==> config.mk <==
export PLATFORM = sky130hd
export DESIGN_NAME = dsq_label_mapper
export DESIGN_NICKNAME = d
export VERILOG_FILES = /design/src/rtl/dsq_map_pkg.sv /design/src/rtl/dsq_index_former.sv /design/src/rtl/dsq_rotator.sv /design/src/rtl/dsq_amp_map.sv /design/src/rtl/dsq_label_mapper.sv
export SDC_FILE = /design/constraint.sdc
export NUM_CORES = 1
export LEC_CHECK = 0
export BUFFER_PORTS_ARGS = -buffer_cell sky130_fd_sc_hd__buf_4
export CORE_AREA = 3 3 45 47
export DETAILED_ROUTE_END_ITERATION = 6
export DIE_AREA = 0 0 48 50
export PLACE_DENSITY_LB_ADDON = 0.15
export RECOVER_POWER = 100
export SKIP_LAST_GASP = 1
export SLEW_MARGIN = 10
export SYNTH_ARGS = -nofsm -noshare
export SYNTH_HDL_FRONTEND = slang
export SYNTH_SLANG_ARGS = --single-unit
==> constraint.sdc <==
create_clock -name clk -period 2.4 [get_ports clk]
set_input_delay 0.48 -clock clk [delete_from_list [all_inputs] [get_ports clk]]
set_output_delay 0.48 -clock clk [all_outputs]
set_load 0.02 [all_outputs]
==> src/rtl/dsq_map_pkg.sv <==
package dsq_map_pkg;

    localparam int LABEL_W = 7;
    localparam int IDX_W   = 4;
    localparam int LANES   = 2;
    localparam int SCALE_W = IDX_W + 2;

    typedef struct packed {
        logic u1;
        logic u2;
        logic u3;
        logic c1;
        logic c2;
        logic c3;
        logic c4;
    } dsq_label_t;

    typedef logic [IDX_W-1:0] dsq_idx_t;

    typedef struct packed {
        dsq_idx_t p;
        dsq_idx_t q;
    } dsq_pair_t;

    function automatic dsq_idx_t first_index(input dsq_label_t l);
        dsq_idx_t r;
        r[3] = l.u1 & l.u3;
        r[2] = l.u1 ^ l.u3;
        r[1] = l.c1;
        r[0] = l.c1 ^ l.c2;
        return r;
    endfunction

    function automatic dsq_idx_t second_index(input dsq_label_t l);
        dsq_idx_t r;
        r[3] = (l.u2 & l.u3 & ~l.u1) | (l.u1 & l.u2 & ~l.u3);
        r[2] = l.u2 ^ l.u3;
        r[1] = l.c3;
        r[0] = l.c3 ^ l.c4;
        return r;
    endfunction

    function automatic logic signed [SCALE_W-1:0] scale_odd(input dsq_idx_t y);
        logic signed [SCALE_W-1:0] t;
        t = $signed({1'b0, y, 1'b1}) - $signed(SCALE_W'(16));
        return t;
    endfunction

endpackage

==> src/rtl/dsq_index_former.sv <==
module dsq_index_former
    import dsq_map_pkg::*;
(
    input  dsq_label_t lbl,
    output dsq_pair_t  idx
);
    always_comb begin
        idx.p = first_index(lbl);
        idx.q = second_index(lbl);
    end
endmodule

==> src/rtl/dsq_rotator.sv <==
module dsq_rotator
    import dsq_map_pkg::*;
(
    input  dsq_pair_t x,
    output dsq_pair_t y
);
    // The 45-degree turn: the modulo-16 wrap comes from the index width
    always_comb begin
        y.p = x.p - x.q;
        y.q = x.p + x.q;
    end
endmodule

==> src/rtl/dsq_amp_map.sv <==
module dsq_amp_map
    import dsq_map_pkg::*;
#(
    parameter int AMP_W = 5
) (
    input  dsq_idx_t                 y,
    output logic signed [AMP_W-1:0]  amp
);
    logic signed [SCALE_W-1:0] scaled;

    always_comb begin
        scaled = scale_odd(y);
        amp    = AMP_W'(scaled);
    end
endmodule

==> src/rtl/dsq_label_mapper.sv <==
module dsq_label_mapper
    import dsq_map_pkg::*;
#(
    parameter int AMP_W = 5
) (
    input  logic                      clk,
    input  logic                      rst,
    input  logic                      in_valid,
    input  logic [LABEL_W-1:0]        in_label,
    output logic                      out_valid,
    output logic signed [AMP_W-1:0]   out_amp1,
    output logic signed [AMP_W-1:0]   out_amp2
);
    dsq_label_t lbl;
    dsq_pair_t  grid;
    dsq_pair_t  rot;
    dsq_idx_t   lane_idx [LANES];
    logic signed [AMP_W-1:0] lane_amp [LANES];
    logic signed [AMP_W-1:0] amp_q    [LANES];
    logic       valid_q;

    assign lbl = dsq_label_t'(in_label);

    dsq_index_former u_index (
        .lbl (lbl),
        .idx (grid)
    );

    dsq_rotator u_rot (
        .x (grid),
        .y (rot)
    );

    assign lane_idx[0] = rot.p;
    assign lane_idx[1] = rot.q;

    for (genvar g = 0; g < LANES; g++) begin : g_lane
        dsq_amp_map #(.AMP_W(AMP_W)) u_amp (
            .y   (lane_idx[g]),
            .amp (lane_amp[g])
        );

        always_ff @(posedge clk) begin
            if (rst) begin
                amp_q[g] <= '0;
            end else if (in_valid) begin
                amp_q[g] <= lane_amp[g];
            end
        end
    end

    always_ff @(posedge clk) begin
        if (rst) begin
            valid_q <= 1'b0;
        end else begin
            valid_q <= in_valid;
        end
    end

    assign out_valid = valid_q;
    assign out_amp1  = amp_q[0];
    assign out_amp2  = amp_q[1];
endmodule

Word level (Yosys, flattened, before mapping)
Memory sizes are Yosys's and may differ from the RTL's. Cells that the tools add are included.

Register bits: 1. Bits of input ports: 10. Memories kept: 1. RAM bits: 10. Logic and storage cells: 27. Output and inout port bits: 11.

Mux-type cells: 7. $add $sub $neg: 4. Bitwise logic cells: 14.

Memory list: amp_q (depth 2, width 5, read ports 2, clocked after memory_dff 0, wr ports 2, line dsq_label_mapper.sv:19) `logic signed [AMP_W-1:0] amp_q [LANES];`.

Operators by type and width (count): $mux W5 (2); $sub A5 B5 Y5 const B (2); $and A1 B1 Y1 (5); $mux W1 (5); $add A4 B4 Y4 (1); $sub A4 B4 Y4 (1); $xor A1 B1 Y1 (4); $or A1 B1 Y1 (3); $not A1 Y1 (2).

Longest topological paths before layout
Gate-level depths: netlist (run 1).

Word-level depth: 6. Depth in mapped cells: 7. Depth with buffers taken out: 7.

By module
Synthesis (run 1) repeated with hierarchy kept, for this count alone.

Cells, all modules: 73. Area, all modules: 819.5 µm².

By module, submodules not included: dsq_label_mapper (cells each 25, sequential area each 320.3 µm², instances 1, area each 439.2 µm²); dsq_rotator (cells each 27, sequential area each 0.0 µm², instances 1, area each 234.0 µm²); dsq_amp_map (cells each 6, sequential area each 0.0 µm², instances 2, area each 37.5 µm²); dsq_index_former (cells each 9, sequential area each 0.0 µm², instances 1, area each 71.3 µm²).

Least setup slack after synthesis (run 1)
Ideal clock, no wire load.

Kind: input port to flip-flop. From: in in_label[4]. To: mem amp_q[0][4], data pin. Stages on the path: 6. Data arrival time: 1.713 ns. Required time: 2.268 ns. Path slack: 0.556 ns. Library setup time: 0.132 ns. Path buffers: 0. Path through: ha_1 -> ha_1 -> nor3b_1 -> nor3_1 -> a211o_1 -> nand2_1.

RTL lines: start: declaration (line dsq_label_mapper.sv:9) `input logic [LABEL_W-1:0] in_label,`; end: declaration (line dsq_label_mapper.sv:19).

==> results.py, run 1 <==
metrics = {
    "sta": {
        "maxClockFrequency_ghz": 0.546,
        "fin_crit_sh_pct": 76.4,
        "timing.final.ws_setup_ns": 0.567,
        "report.final.setup_viol": 0,
        "clock_skew_ns": 0,
        "setup-tns-final_ns": 0,
        "grt_setup_unrepaired": "no",
        "worst_slew_margin_rel_pct": 61.4,
        "period_minus_slack_ns": 1.83,
        "fin_worst_hold_slack_ns": 0.412,
        "total_count_of_max_transition_violations_in_the_final_report": 0,
        "worst_pin_slew_ns": 0.579,
        "final_hold_viol_count": 0,
    },
    "worst_setup_path": {
        "crit_path_max_fanout": 6,
        "critPathMostFrequentCell": "sky130_fd_sc_hd__ha_1",
        "crit_buf_inv": 1,
        "worst_r2r_startpoint": "amp_q[1][0]",
        "worstPathCellList": "clkbuf_1 -> ha_1 -> ha_1 -> nor3b_1 -> nor3_1 -> a211o_1 -> nand2_1",
        "critical_path.startpoint_type": "primary input",
        "reg2reg_depth": 2,
        "ff2ff_setup_slack_ns": 1.86,
        "worstReg2RegEnd": "amp_q[1][0]",
        "largest_stage_delay_on_the_critical_path_ns": 0.41,
        "critical_path.slowest_cell": "sky130_fd_sc_hd__ha_1",
        "setup.worst_path.class": "primary input to register",
        "worst_path_dominant_cell_family": "adder cells",
        "crit_arrival_ns": 1.86,
        "timing.critical_path.required_ns": 2.42,
        "critPathCaptureType": "register",
    },
    "global_routing": {
        "initial_antenna_violation_count": 0,
        "number_of_global_route_vias_before_repair": 407,
        "grt_max_degree": 10,
        "grt-ovfl-total": 0,
        "global_route_wire_length_before_repair_mm": 1.56,
        "grt_util_all_layers_pct": 9.60,
    },
    "cells_and_area": {
        "drive_gt1_share_pct": 12.0,
        "area_delta_synth_final_pct": 21.2,
        "final_cells": 100,
        "antenna_cells_inserted": 0,
        "num-nets-final": 104,
        "final_util_pct": 47.9,
        "final_area_sq_um": 810,
    },
    "synth": {
        "synthesis.area_sq_um": 668,
        "yosys_warnings": 0,
        "yosysSeqAreaShare_pct": 46.4,
        "synth-seq-cells": 11,
        "netlist_instances": 60,
        "yosysMostFrequentCell": "sky130_fd_sc_hd__edfxtp_1",
        "cell_accounting_for_the_most_synthesized_area": "sky130_fd_sc_hd__edfxtp_1",
        "synthesis.area_per_instance_sq_um": 11.1,
        "synthTopCellsByCount": "sky130_fd_sc_hd__edfxtp_1, sky130_fd_sc_hd__ha_1, sky130_fd_sc_hd__inv_1",
        "postSynth.topFlopCell": "sky130_fd_sc_hd__edfxtp_1",
        "synth_top_cells_by_area": "sky130_fd_sc_hd__edfxtp_1, sky130_fd_sc_hd__ha_1, sky130_fd_sc_hd__dfxtp_1, sky130_fd_sc_hd__fa_1, sky130_fd_sc_hd__inv_1",
        "ys_async_sr_fraction_pct": 0,
        "mappedNetlistNets": 80,
        "synth_top_area_share_pct": 40.4,
        "number_of_unique_standard_cell_types_used_by_synthesis": 23,
        "synth_edf_count": 9,
    },
    "min_path": {
        "min_delay_worst_endpoint": "amp_q[1][0]",
        "timing.hold.worst.start": "rst",
        "hold_depth": 2,
        "timing.hold.worst.class": "primary input to register",
    },
    "route": {
        "drc": 0,
        "drt_first_pass_iters": 3,
        "drtIter0Drc": 1,
        "route.detailed.wl_per_inst_microns": 10.1,
        "drtAntennaViolNets": 0,
        "routed_via_density": 4.66,
        "detailroute.via_count": 466,
        "drt-total-wl_mm": 1.01,
    },
    "power": {
        "power_density_normalized_to_cell_area_mw_per_mm2": 600,
        "power_leakage_nw": 0.371,
        "finalPower_mw": 0.486,
        "vdd_ir_drop_max_v": 0.000181,
    },
    "clocking": {
        "postCtsSetupBuffers": 0,
        "number_of_buffers_added_by_the_clock_tree_synthesis_step": 3,
        "clock_insertion_delay_worst_skew_ns": 0.26,
        "clockBufferDepth": 2,
        "cts_tree": "done",
        "clockRootBuffer": "sky130_fd_sc_hd__clkbuf_4",
        "cts.repair.resized": 0,
        "clock_pin_slew_worst_setup_and_hold_paths_ns": 0.07,
        "h-tree-depth": 1,
        "clkSinkCount": 11,
        "cts_hold_bufs": 0,
    },
    "status": {
        "run_status": "completed",
    },
    "die": {
        "start_util_pct": 39.6,
        "floorplan.die_area_sq_mm": 0.00240,
        "placeableCoreArea_sq_mm": 0.00169,
        "ioPinCount": 21,
        "floorplan.rows": 15,
        "chipWidth_microns": 48,
        "die_height_microns": 50,
    },
    "placement": {
        "port_buffers": 20,
        "dp_worst_setup_slack_ns": 0.308,
        "detailed_place.area_sq_um": 836,
        "gp_routability_congestion": 0.735,
        "hpwlAfterDp_microns": 836,
        "placedCellCount": 96,
    },
    "run": {
        "drv.max_cap_violation_count": 0,
    },
}
## registers in the layout, summed over array words and instances (netlist names)
| register | flops |
|---|---|
| amp_q | 10 |
| out_valid | 1 |
## cell usage in the layout (no fill, tap or decap)
cell type | Yosys | final
sky130_fd_sc_hd__nor2_1 | 7 | 7
sky130_fd_sc_hd__nand2b_1 | 1 | 1
sky130_fd_sc_hd__nor3b_1 | 1 | 1
sky130_fd_sc_hd__buf_4 | 0 | 6
sky130_fd_sc_hd__o21ai_0 | 1 | 1
sky130_fd_sc_hd__or3_4 | 1 | 1
sky130_fd_sc_hd__xor2_1 | 3 | 3
sky130_fd_sc_hd__a211o_1 | 2 | 2
sky130_fd_sc_hd__and2_1 | 1 | 1
sky130_fd_sc_hd__a21oi_1 | 1 | 1
sky130_fd_sc_hd__dfxtp_1 | 2 | 2
sky130_fd_sc_hd__nor3_1 | 1 | 1
sky130_fd_sc_hd__clkbuf_1 | 1 | 15
sky130_fd_sc_hd__fa_1 | 2 | 2
sky130_fd_sc_hd__nand4_1 | 2 | 2
sky130_fd_sc_hd__clkbuf_4 | 0 | 3
sky130_fd_sc_hd__nor2b_1 | 2 | 2
sky130_fd_sc_hd__nand3b_1 | 1 | 1
sky130_fd_sc_hd__or2_0 | 0 | 1
sky130_fd_sc_hd__inv_1 | 8 | 8
sky130_fd_sc_hd__nand2_1 | 3 | 3
sky130_fd_sc_hd__and3b_1 | 1 | 1
sky130_fd_sc_hd__ha_1 | 8 | 8
sky130_fd_sc_hd__xnor2_1 | 1 | 1
sky130_fd_sc_hd__edfxtp_1 | 9 | 9
## per-layer routing
layer	up-vias	track usage, %	share of wire [%]
li1	248	-	-
met1	202	10.2	44
met2	14	14.3	47
met3	2	2.19	6.2
met4	0	9.42	2.0
met5	-	0	0
## final cells by class
type | instances | area, sq um
fill | 180 | 880
multi-input combinational | 40 | 324
sequential | 11 | 310
tap | 17 | 21.3
inverter | 8 | 30.0
timing repair buffer | 20 | 97.6
clock buffer | 4 | 26.3
## worst max-delay path by stage
stage / startpoint / to / slack, ns / cells past startpoint
3_5_place_dp: in_label[4] / amp_q[0][4] / 0.31 / 7
2_1_floorplan: in_label[4] / amp_q[0][4] / 0.56 / 6
4_1_cts: in_label[4] / amp_q[0][4] / 0.59 / 7
6_report: in_label[4] / amp_q[0][4] / 0.57 / 7
5_1_grt: in_label[4] / amp_q[0][4] / 0.53 / 7
3_3_place_gp: in_label[4] / amp_q[0][4] / 0.37 / 7
## report_power, final
group          internal [mW]  switching, mW
Sequential             0.229        0.00439
Combinational         0.0488         0.0821
Clock                 0.0642         0.0567
## cell families after synthesis
| kind of cell | synth area share (%) |
|---|---|
| buffers and inverters | 5.06 |
| adder cells (fa/ha/maj) | 21.0 |
| XOR/XNOR | 5.24 |
| flip-flops | 46.4 |
| AND/OR/NAND/NOR | 18.2 |
| AO/OA/AOI/OAI | 4.12 |
Note: power is estimated with default switching activity, not from simulation.
==> run 2: changes to the inputs <==
--- a/config.mk
+++ b/config.mk
@@ -5,10 +5,11 @@
 export SDC_FILE = /design/constraint.sdc
 export NUM_CORES = 1
 export LEC_CHECK = 0
+export ABC_AREA = 1
 export BUFFER_PORTS_ARGS = -buffer_cell sky130_fd_sc_hd__buf_4
-export CORE_AREA = 3 3 45 47
+export CORE_AREA = 3 3 46 48
 export DETAILED_ROUTE_END_ITERATION = 6
-export DIE_AREA = 0 0 48 50
+export DIE_AREA = 0 0 49 51
 export PLACE_DENSITY_LB_ADDON = 0.15
 export RECOVER_POWER = 100
 export SKIP_LAST_GASP = 1
==> constraint.sdc (replaced) <==
create_clock -name clk -period 1.75 [get_ports clk]
set_input_delay 0.35 -clock clk [delete_from_list [all_inputs] [get_ports clk]]
set_output_delay 0.35 -clock clk [all_outputs]
set_load 0.02 [all_outputs]
==> results.py, run 2 <==
metrics = {
    "status": {
        "run_status": "completed",
    },
    "synth": {
        "ys_async_sr_fraction_pct": 0,
        "yosysSeqAreaShare_pct": 45.2,
        "yosys_warnings": 0,
        "synth-seq-cells": 11,
        "netlist_instances": 71,
        "synthesis.area_per_instance_sq_um": 9.67,
        "synth_edf_count": 9,
        "synth_top_area_share_pct": 39.3,
        "synthTopCellsByCount": "sky130_fd_sc_hd__inv_1, sky130_fd_sc_hd__nor2_1, sky130_fd_sc_hd__edfxtp_1",
        "postSynth.topFlopCell": "sky130_fd_sc_hd__edfxtp_1",
        "yosysMostFrequentCell": "sky130_fd_sc_hd__inv_1",
        "mappedNetlistNets": 91,
        "cell_accounting_for_the_most_synthesized_area": "sky130_fd_sc_hd__edfxtp_1",
        "synthesis.area_sq_um": 687,
        "synth_top_cells_by_area": "sky130_fd_sc_hd__edfxtp_1, sky130_fd_sc_hd__ha_1, sky130_fd_sc_hd__inv_1, sky130_fd_sc_hd__dfxtp_1, sky130_fd_sc_hd__fa_1",
        "number_of_unique_standard_cell_types_used_by_synthesis": 17,
    },
    "cells_and_area": {
        "mostFrequentLayoutCell": "sky130_fd_sc_hd__clkbuf_1",
        "largest_reg_flops": 10,
        "num-fill-cells": 182,
        "final_util_pct": 50.6,
        "antenna_cells_inserted": 0,
        "max_flop_register": "amp_q",
        "area_delta_synth_final_pct": 28.6,
        "num-nets-final": 123,
        "final_area_sq_um": 883,
        "layout.cells.most_common_list": "sky130_fd_sc_hd__clkbuf_1, sky130_fd_sc_hd__inv_1, sky130_fd_sc_hd__buf_4",
        "drive_gt1_share_pct": 17.6,
    },
    "sta": {
        "maxClockFrequency_ghz": 0.636,
        "total_count_of_max_transition_violations_in_the_final_report": 0,
        "fin_crit_sh_pct": 89.9,
        "clock_skew_ns": 0,
        "grt_setup_unrepaired": "no",
        "timing.final.ws_setup_ns": 0.178,
        "period_minus_slack_ns": 1.57,
        "final_hold_viol_count": 0,
        "worst_pin_slew_ns": 0.584,
        "report.final.setup_viol": 0,
        "fin_worst_hold_slack_ns": 0.257,
        "worst_slew_margin_rel_pct": 61.1,
    },
    "clocking": {
        "postCtsSetupBuffers": 0,
        "cts_hold_bufs": 0,
        "clkSinkCount": 11,
        "cts.repair.resized": 0,
        "clock_pin_slew_worst_setup_and_hold_paths_ns": 0.07,
        "number_of_buffers_added_by_the_clock_tree_synthesis_step": 3,
        "clock_insertion_delay_worst_skew_ns": 0.26,
        "clockRootBuffer": "sky130_fd_sc_hd__clkbuf_4",
        "cts_tree": "done",
        "h-tree-depth": 1,
        "clockBufferDepth": 2,
    },
    "die": {
        "floorplan.rows": 15,
        "placeableCoreArea_sq_mm": 0.00175,
        "start_util_pct": 39.4,
        "floorplan.die_area_sq_mm": 0.00250,
        "ioPinCount": 21,
        "chipWidth_microns": 49,
        "die_height_microns": 51,
    },
    "placement": {
        "dp_worst_setup_slack_ns": -0.0630,
        "port_buffers": 20,
        "detailed_place.area_sq_um": 921,
        "hpwlAfterDp_microns": 983,
        "gp_routability_congestion": 0.727,
    },
    "worst_setup_path": {
        "crit_path_max_fanout": 4,
        "crit_arrival_ns": 1.59,
        "critPathCaptureType": "register",
        "timing.critical_path.required_ns": 1.77,
        "setup.worst_path.class": "primary input to register",
        "critical_path.startpoint_type": "primary input",
        "ff2ff_setup_slack_ns": 1.20,
    },
    "route": {
        "drc": 0,
        "detailroute.via_count": 542,
        "routed_via_density": 4.27,
        "drt_first_pass_iters": 4,
        "drt-total-wl_mm": 1.16,
        "drtAntennaViolNets": 0,
        "drtIter0Drc": 2,
        "route.detailed.wl_per_inst_microns": 9.11,
    },
    "global_routing": {
        "grt-ovfl-total": 0,
        "initial_antenna_violation_count": 0,
        "global_route_wire_length_before_repair_mm": 2.00,
        "grt_util_all_layers_pct": 10.9,
        "grt_max_degree": 10,
        "number_of_global_route_vias_before_repair": 489,
    },
    "run": {
        "drv.max_cap_violation_count": 0,
    },
    "power": {
        "finalPower_mw": 0.692,
        "vdd_ir_drop_max_v": 0.000271,
        "power_leakage_nw": 0.420,
        "power_density_normalized_to_cell_area_mw_per_mm2": 783,
    },
    "min_path": {
        "timing.hold.worst.class": "primary input to register",
    },
}
==> run 2: changes by cell type after synthesis, sizes merged, moves of 2 or more <==
cell and change:
nand4 -2, a21oi +5, nand3 +6, nor2 +4, nor2b -2, nand2 +6, a211o -2, inv +5
==> run 2: final cells by class <==
type | count | area [sq um] | area share [%]
Multi-Input combinational cell | 47 | 320 | 36.3
Clock buffer | 4 | 26.3 | 2.97
Inverter | 13 | 48.8 | 5.52
Timing Repair Buffer | 27 | 146 | 16.6
Sequential cell | 11 | 310 | 35.1
Tap cell | 25 | 31.3 | 3.54
==> run 2: cells by family (layout without fill, tap and decap cells) <==
family	Yosys count	in the layout	share of synthesized area, %
xor gates and xnor gates	2	2	2.55
buffers and inverters	13	44	7.10
and+or+nand+nor	27	27	18.4
AOI/OAI and AO/OA	8	8	6.37
DFF	11	11	45.2
adders and majority gates	10	10	20.4
==> run 2: worst paths after layout <==
path | depth (start not counted) | end | startpoint
worst max register to register | 2 | amp_q[1][0] | amp_q[1][0]
worst min-delay path | 2 | out_valid | rst
worst min register to register | 2 | amp_q[1][0] | amp_q[1][0]
worst max-delay path | 9 | amp_q[0][4] | in_label[4]
==> run 2: where the power goes <==
part / internal [mW] / total (mW) / switching (mW) / leakage (nW)
Sequential: 0.313 / 0.320 / 0.00630 / 0.113
Combinational: 0.0803 / 0.206 / 0.126 / 0.292
Clock: 0.0880 / 0.166 / 0.0783 / 0.0150
Total: 0.482 / 0.692 / 0.210 / 0.420
==> run 2: through the flow <==
| stage | std cells | TNS, ns |
|---|---|---|
| after floorplan | 71 | 0 |
| after global placement | 123 | -0.0373 |
| after detailed placement | 123 | -0.146 |
| after CTS | 127 | 0 |
| after global routing | 127 | 0 |
| final | 127 | 0 |
==> run 2: critical path: stages <==
cell                       delay [ns]
sky130_fd_sc_hd__clkbuf_1        0.10
sky130_fd_sc_hd__ha_1            0.32
sky130_fd_sc_hd__ha_1            0.32
sky130_fd_sc_hd__inv_1           0.13
sky130_fd_sc_hd__nand3_1         0.09
sky130_fd_sc_hd__nand2_1         0.12
sky130_fd_sc_hd__nand3_2         0.08
sky130_fd_sc_hd__nand2_1         0.06
sky130_fd_sc_hd__nor2_1          0.04
==> run 2: routing by layer <==
layer	vias up	part of all wire (%)	GRT usage, %
li1	293	-	-
met1	230	47	12.9
met2	17	46	16.5
met3	2	4.8	3.21
met4	0	1.6	8.53
met5	-	0	0
